File: src/rtl/overlay_pkg.sv
package overlay_pkg;

  typedef enum logic {
    MODE_FLOAT  = 1'b0,
    MODE_PACKED = 1'b1
  } bankMode_e;

  typedef struct packed {
    logic clearAll;
    logic pkWr;
    logic flWr;
    logic flRdOk;
  } ctrlStrobes_t;

endpackage

File: src/rtl/overlay_ctrl.sv
module overlay_ctrl
  import overlay_pkg::*;
(
  input  logic         clk,
  input  logic         rstN,
  input  logic         pkRdEn,
  input  logic         pkWrEn,
  input  logic         flEn,
  input  logic         flWe,
  input  logic         exitCmd,
  output ctrlStrobes_t strobes,
  output logic         packedMode,
  output logic         flFault
);

  bankMode_e modeQ, modeD;
  logic      faultQ;
  logic      pkOp;
  logic      inPacked;

  always_comb begin
    pkOp     = pkRdEn | pkWrEn;
    inPacked = (modeQ == MODE_PACKED);

    // exit outranks every write
    strobes.clearAll = exitCmd;
    strobes.pkWr     = pkWrEn & ~exitCmd;
    strobes.flWr     = flEn & flWe & ~inPacked & ~exitCmd;
    strobes.flRdOk   = flEn & ~inPacked;

    modeD = modeQ;
    if (exitCmd)   modeD = MODE_FLOAT;
    else if (pkOp) modeD = MODE_PACKED;
  end

  always_ff @(posedge clk or negedge rstN) begin
    if (!rstN) begin
      modeQ  <= MODE_FLOAT;
      faultQ <= 1'b0;
    end else begin
      modeQ  <= modeD;
      faultQ <= flEn & inPacked;
    end
  end

  assign packedMode = inPacked;
  assign flFault    = faultQ;

  // exit always lands in float mode
  p_exit_float_r7: assert property (@(posedge clk) disable iff (!rstN)
    exitCmd |=> !packedMode);

  // packed op without exit enters packed mode
  p_enter_packed_r5: assert property (@(posedge clk) disable iff (!rstN)
    (pkOp && !exitCmd) |=> packedMode);

  // refused float access pulses the fault
  p_fault_pulse_r6: assert property (@(posedge clk) disable iff (!rstN)
    (flEn && packedMode) |=> flFault);

  // no fault without a refused attempt
  p_no_fault_r11: assert property (@(posedge clk) disable iff (!rstN)
    !(flEn && packedMode) |=> !flFault);

  // float access alone does not move the mode
  p_mode_hold_r11: assert property (@(posedge clk) disable iff (!rstN)
    (!pkOp && !exitCmd) |=> $stable(packedMode));

endmodule

File: src/rtl/overlay_dp.sv
module overlay_dp
  import overlay_pkg::*;
#(
  parameter int NUM_SLOTS = 8,
  parameter int SLOT_W    = 80,
  parameter int LANE_W    = 64,
  localparam int ADDR_W   = $clog2(NUM_SLOTS),
  localparam int TAG_W    = SLOT_W - LANE_W
) (
  input  logic              clk,
  input  logic              rstN,
  input  ctrlStrobes_t      strobes,
  input  logic [ADDR_W-1:0] pkRdAddrA,
  input  logic [ADDR_W-1:0] pkRdAddrB,
  input  logic [ADDR_W-1:0] pkWrAddr,
  input  logic [LANE_W-1:0] pkWrData,
  input  logic [ADDR_W-1:0] flAddr,
  input  logic [SLOT_W-1:0] flWrData,
  output logic [LANE_W-1:0] pkRdDataA,
  output logic [LANE_W-1:0] pkRdDataB,
  output logic [SLOT_W-1:0] flRdData
);

  logic [SLOT_W-1:0] slotQ [NUM_SLOTS];

  for (genvar i = 0; i < NUM_SLOTS; i++) begin : g_slot
    logic pkHit, flHit;
    assign pkHit = strobes.pkWr && (pkWrAddr == ADDR_W'(i));
    assign flHit = strobes.flWr && (flAddr == ADDR_W'(i));

    always_ff @(posedge clk or negedge rstN) begin
      if (!rstN)                 slotQ[i] <= '0;
      else if (strobes.clearAll) slotQ[i] <= '0;
      else if (pkHit)            slotQ[i] <= {{TAG_W{1'b1}}, pkWrData};
      else if (flHit)            slotQ[i] <= flWrData;
    end

    // exit leaves each slot zero
    p_clear_slot_r7: assert property (@(posedge clk) disable iff (!rstN)
      strobes.clearAll |=> (slotQ[i] == '0));

    // packed write tags the upper bits with ones and stores the lane
    p_pk_tag_r2: assert property (@(posedge clk) disable iff (!rstN)
      pkHit |=> (slotQ[i] == {{TAG_W{1'b1}}, $past(pkWrData)}));

    // float write stores the full width
    p_fl_full_r4: assert property (@(posedge clk) disable iff (!rstN)
      (flHit && !pkHit) |=> (slotQ[i] == $past(flWrData)));
  end

  assign pkRdDataA = slotQ[pkRdAddrA][LANE_W-1:0];
  assign pkRdDataB = slotQ[pkRdAddrB][LANE_W-1:0];
  assign flRdData  = strobes.flRdOk ? slotQ[flAddr] : '0;

  // a refused float access returns zero
  p_refused_zero_r6: assert property (@(posedge clk) disable iff (!rstN)
    !strobes.flRdOk |-> (flRdData == '0));

endmodule

File: src/rtl/overlay_regbank.sv
module overlay_regbank
  import overlay_pkg::*;
#(
  parameter int NUM_SLOTS = 8,
  parameter int SLOT_W    = 80,
  parameter int LANE_W    = 64,
  localparam int ADDR_W   = $clog2(NUM_SLOTS)
) (
  input  logic              clk,
  input  logic              rstN,
  input  logic              pkRdEn,
  input  logic [ADDR_W-1:0] pkRdAddrA,
  output logic [LANE_W-1:0] pkRdDataA,
  input  logic [ADDR_W-1:0] pkRdAddrB,
  output logic [LANE_W-1:0] pkRdDataB,
  input  logic              pkWrEn,
  input  logic [ADDR_W-1:0] pkWrAddr,
  input  logic [LANE_W-1:0] pkWrData,
  input  logic              flEn,
  input  logic              flWe,
  input  logic [ADDR_W-1:0] flAddr,
  input  logic [SLOT_W-1:0] flWrData,
  output logic [SLOT_W-1:0] flRdData,
  input  logic              exitCmd,
  output logic              packedMode,
  output logic              flFault
);

  ctrlStrobes_t strobes;

  overlay_ctrl u_ctrl (
    .clk       (clk),
    .rstN      (rstN),
    .pkRdEn    (pkRdEn),
    .pkWrEn    (pkWrEn),
    .flEn      (flEn),
    .flWe      (flWe),
    .exitCmd   (exitCmd),
    .strobes   (strobes),
    .packedMode(packedMode),
    .flFault   (flFault)
  );

  overlay_dp #(
    .NUM_SLOTS(NUM_SLOTS),
    .SLOT_W   (SLOT_W),
    .LANE_W   (LANE_W)
  ) u_dp (
    .clk      (clk),
    .rstN     (rstN),
    .strobes  (strobes),
    .pkRdAddrA(pkRdAddrA),
    .pkRdAddrB(pkRdAddrB),
    .pkWrAddr (pkWrAddr),
    .pkWrData (pkWrData),
    .flAddr   (flAddr),
    .flWrData (flWrData),
    .pkRdDataA(pkRdDataA),
    .pkRdDataB(pkRdDataB),
    .flRdData (flRdData)
  );

endmodule

File: config.mk
export PLATFORM = sky130hd
export DESIGN_NAME = overlay_regbank
export DESIGN_NICKNAME = d
export VERILOG_FILES = /design/src/rtl/overlay_pkg.sv /design/src/rtl/overlay_ctrl.sv /design/src/rtl/overlay_dp.sv /design/src/rtl/overlay_regbank.sv
export SDC_FILE = /design/constraint.sdc
export NUM_CORES = 2
export LEC_CHECK = 0
export BUFFER_PORTS_ARGS = -buffer_cell sky130_fd_sc_hd__buf_2
export CAP_MARGIN = 30
export CORE_MARGIN = 2
export CORE_UTILIZATION = 40
export DETAILED_ROUTE_END_ITERATION = 10
export MAX_ROUTING_LAYER = met4
export SETUP_SLACK_MARGIN = 0.3
export SYNTH_ARGS = -nofsm -noshare
export SYNTH_HDL_FRONTEND = slang
export SYNTH_HIERARCHICAL = 1
export SYNTH_SLANG_ARGS = --single-unit
File: constraint.sdc
create_clock -name clk -period 2.51 [get_ports clk]
set_input_delay 0.1255 -clock clk [delete_from_list [all_inputs] [get_ports clk]]
set_output_delay 0.1255 -clock clk [all_outputs]
set_load 0.005 [all_outputs]
* Word level (Yosys, flattened, before mapping)
Cells that the tools add are included.
** Word-level totals
- Flip-flop bits (word level) :: 642
** Operators by class
- Magnitude comparators :: 3
- Equality and inequality tests :: 14
- Multiplexer cells :: 36
- Bitwise operators :: 12
- Reductions and logical operators :: 27
** Operator list (count)
- two-way mux 80 bit :: 27
- binary-select mux 80 bit (select 3 bit) :: 3
- two-way mux 64 bit :: 4
- == test 3 bit, second input constant :: 8
- nonzero test 3 bit :: 8
- logical AND 1 bit :: 16
- == test 3 x 2 -> 1 bit, second input constant :: 4
- >= comparator 4 bit, second input constant :: 3
- inverter 3 -> 4 bit :: 3
- AND 1 bit :: 6
- == test 3 x 1 -> 1 bit, second input constant :: 2
- zero test 3 bit :: 2
- two-way mux 1 bit :: 2
- inverter 1 bit :: 2
- nonzero test 2 bit :: 1
- bitwise OR 1 bit :: 1

* Logic depth before layout (Yosys ltp)
- Word-level depth :: 7
- Depth in mapped cells :: 8
- Gate-level depth less buffers :: 5

* By module
Netlist, hierarchy kept.
** By module, submodules not included
- overlay_dp :: times used 1, cells each 4588, area an instance 43640.6 um2, sequential area each 16015.4 um2
- overlay_ctrl :: times used 1, cells each 9, area an instance 102.6 um2, sequential area each 50.0 um2

* Worst setup path before layout
No wires, ideal clock.
- Kind :: register to register
- Start point :: register u_ctrl.modeQ, in the netlist u_ctrl/packedMode
- End point :: register u_dp/slotQ[562] in the netlist's numbering
- Library setup time :: 162 ps
- Arrival time :: 1926 ps
- Required time :: 2348 ps
- Setup slack :: 422 ps
- Cell stages (with the launch flop) :: 8
- Buffers on the path :: 2
- Period minus slack after synthesis :: 2088 ps
- Cells stage by stage :: dfrtp_1 > nor2b_4 > and3b_1 > or4b_2 > clkbuf_1 > buf_2 > nand2_1 > a311oi_2
** RTL lines
- start: declaration :: RTL line overlay_ctrl.sv:16 : bankMode_e modeQ, modeD;
- start signal: assignment :: RTL line overlay_ctrl.sv:41 : modeQ <= modeD;
- end signal: indexed assignment :: RTL line overlay_dp.sv:34 : else if (pkHit) slotQ[i] <= {{TAG_W{1'b1}}, pkWrData};
- end signal: indexed assignment :: RTL line overlay_dp.sv:35 : else if (flHit) slotQ[i] <= flWrData;
- end: declaration :: RTL line overlay_dp.sv:24 : logic [SLOT_W-1:0] slotQ [NUM_SLOTS];

==> results.cfg <==
[status]
status = finished clean

[logic_synthesis]
synth.cell_area_um2 = 43700
ys_types = 31
yosys_most_used_dff = dfrtp_1
synth_top_area_share_pct = 36.7
syn_avg_cell_area_um2 = 9.52
yosysTopAreaCell = dfrtp_1
ys_ff_latch = 642
synthTopCellsByArea = dfrtp_1, mux4_2, nand2_1
synthTopCellsByCount = nand2_1, dfrtp_1, nor2_1
synth.most_common_cell = nand2_1
async_flop_share_pct = 100
synth_edf_count = 0
synth_cells = 4597
yosysSeqAreaShare_pct = 36.7
yosys_warnings = 6
syn-num-nets = 4760

[clock_tree]
clkTransAtPathRegs_ns = 0.06
clk_latency_ns = 0.66
root_buffer = clkbuf_16
cts_sinks = 642
cts_tree = done
clk_path_buf_depth = 3
numCtsBuffers = 78
cts-htree-levels = 3

[route]
route.met3.wl_mm = 23.8
viasPerCell = 6.76
drc = 0
drt-met1-wl_mm = 75.7
antenna_left = 0
drt_iter0_markers = 6326
vias = 42300
top_layer_used = met4
drt_wl_total_mm = 196
firstDrtPassIters = 6
wl_per_cell_um = 31.3
wl_met2_mm = 86.8

[sta]
slew_headroom_pct = 8.75
drv_slew = 0
fin_crit_sh_pct = 95.9
rsz0062_at_grt = true
tightest_slew_ns = 1.37
fmax_ghz = 0.416
finalSetupViolCount = 0
finalClockSkew_ns = 0.0152
tns_ns = 0
hold_viol = 0
min_period_ns = 2.41

[critical_path]
critPathSlowestCell = dfrtp_1
crit_arrival_ns = 2.96
critPathBufInv = 5
cp-start-kind = register
slowest_delay_ns = 0.41
cp.required_ns = 3.06
cp-end-kind = register
critPathKind = register to register
cp_cell_sequence = nor2b_4, buf_12, and3b_2, buf_6, nor4bb_4, buf_6, buf_12, clkbuf_16, nand2_2, a311oi_1
critical_path.top_delay_family = buffers and inverters
crit_fanout = 6

[power_and_ir_drop]
cellPowerDensity_nw_per_um2 = 499
p_leak_nw = 21.7
irDropWorstVdd_mv = 0.462

[global_routing]
gr-total-overflow = 0
grt_pass1_vias = 40400
antenna_found_initial = 18
gr-usage-all-layers_pct = 34.1
grt_pass1_wl_mm = 277
grt_max_degree = 196

[die]
top_level_ports = 373
placementRows = 121
coreArea_um2 = 109000
die_w_um = 335
dieArea_um2 = 112000
dieHeight_um = 335
start_util_pct = 40.2

[placement]
hpwl_mm = 101
portBuffers = 372
gp_congestion = 0.828

[finish]
syn_to_final_growth_pct = 22.2
fin_util_pct = 49.2
drive_gt1_share_pct = 32.9
fillers = 9779
nNetsFinal = 4939

[flow_run]
drv_cap = 0

[hold_path]
hold_class = primary input to register
## metal layers
layer,vias up,global-route usage (%)
li1,17100,-
met1,21500,45.3
met2,3167,49.3
met3,555,7.70
met4,0,16.1
met5,-,-
## power by group
part           internal, mW  switching [mW]
Sequential             10.6           0.243
Clock                  6.94            4.93
Combinational          1.56            2.41
Total                  19.1            7.58
## registers in the layout (all words and copies together), names as in the netlist
signal,flops
u_dp/slotQ,640
u_ctrl/packedMode,1
u_ctrl/flFault,1
## path summary, 6_finish.rpt
kind                                                     from                     endpoint  slack (ns)  depth (start not counted)
worst max-delay path            u_ctrl/packedMode$_DFFE_PN0P_  u_dp/slotQ[285]$_DFFE_PN0P_        0.10                         10
worst min-delay path                              pkWrAddr[0]  u_dp/slotQ[219]$_DFFE_PN0P_        0.02                          4
worst max register to register  u_ctrl/packedMode$_DFFE_PN0P_  u_dp/slotQ[285]$_DFFE_PN0P_        0.10                         10
worst min register to register    u_dp/slotQ[386]$_DFFE_PN0P_  u_dp/slotQ[386]$_DFFE_PN0P_        0.54                          2
max in group asynchronous                                rstN  u_dp/slotQ[154]$_DFFE_PN0P_        0.72                          4
min in group asynchronous                                rstN  u_dp/slotQ[305]$_DFFE_PN0P_        0.52                          3
## timing repair
| action | CTS | global route |
|---|---|---|
| setup endpoints to repair | 646 | 705 |
| hold endpoints to repair | 1178 | 0 |
| gates cloned | 17 | 19 |
| buffers inserted | 13 | 16 |
| hold buffers | 151 | 0 |
| resized for setup | 94 | 220 |
| pin swaps | 60 | 117 |
## worst min-delay path, stage by stage
cell and delay, ns:
buf_2 0.15, nand4b_1 0.10, buf_4 0.17, a311oi_1 0.09
## kinds of logic (layout without fill, tap and decap cells)
family                 after synthesis  in the layout  synth area share, %
and+or+nand+nor                   1904           1904                 16.8
DFF                                642            642                 36.7
buffers and inverters              627            861                 6.75
AOI/OAI and AO/OA                  800            800                 15.1
muxes                              624            624                 24.7
other                                0             19                    0
## stage by stage
stage	hold slack [ns]	total power, mW	area (um2)	instances	setup WS (ns)
2_1_floorplan	-0.170	13.0	43700	4597	0.422
3_3_place_gp	0.108	14.4	46800	5894	0.210
3_5_place_dp	0.115	14.4	46800	5894	0.0701
4_1_cts	0.00329	26.5	51800	6210	0.169
5_1_grt	0.0657	27.3	53500	6260	0.0495
6_report	0.0244	26.7	53500	6264	0.104
## cell type report
cell class | instances | area (um2) | area share (%)
multi-input cells | 3328 | 26000 | 48.5
flip-flops and latches | 642 | 16100 | 30.0
repair buffers | 726 | 7050 | 13.2
clock buffers | 110 | 2290 | 4.28
well taps | 1414 | 1770 | 3.31
clock inverters | 25 | 295 | 0.552
diodes | 19 | 47.5 | 0.0889
## layout by cell type (no fill, tap or decap), drive strengths merged
cell	count
nor2	593
dfrtp	642
mux2	288
and2	1
nand4bb	6
diode	19
nand2b	1
a311oi	512
nor2b	2
mux4	336
nor4bb	2
nor4b	1
bufbuf	1
nand2	1281
or4b	2
nor3	1
o22ai	80
and3b	1
buf	555
clkinvlp	2
inv	4
nand4b	6
dlygate4sd3	151
a31oi	128
o21ai	80
clkbuf	129
bufinv	6
clkinv	13
and4	1
and4bb	1
and4b	3
nand4	2
Power figures use the tool's default switching activity.
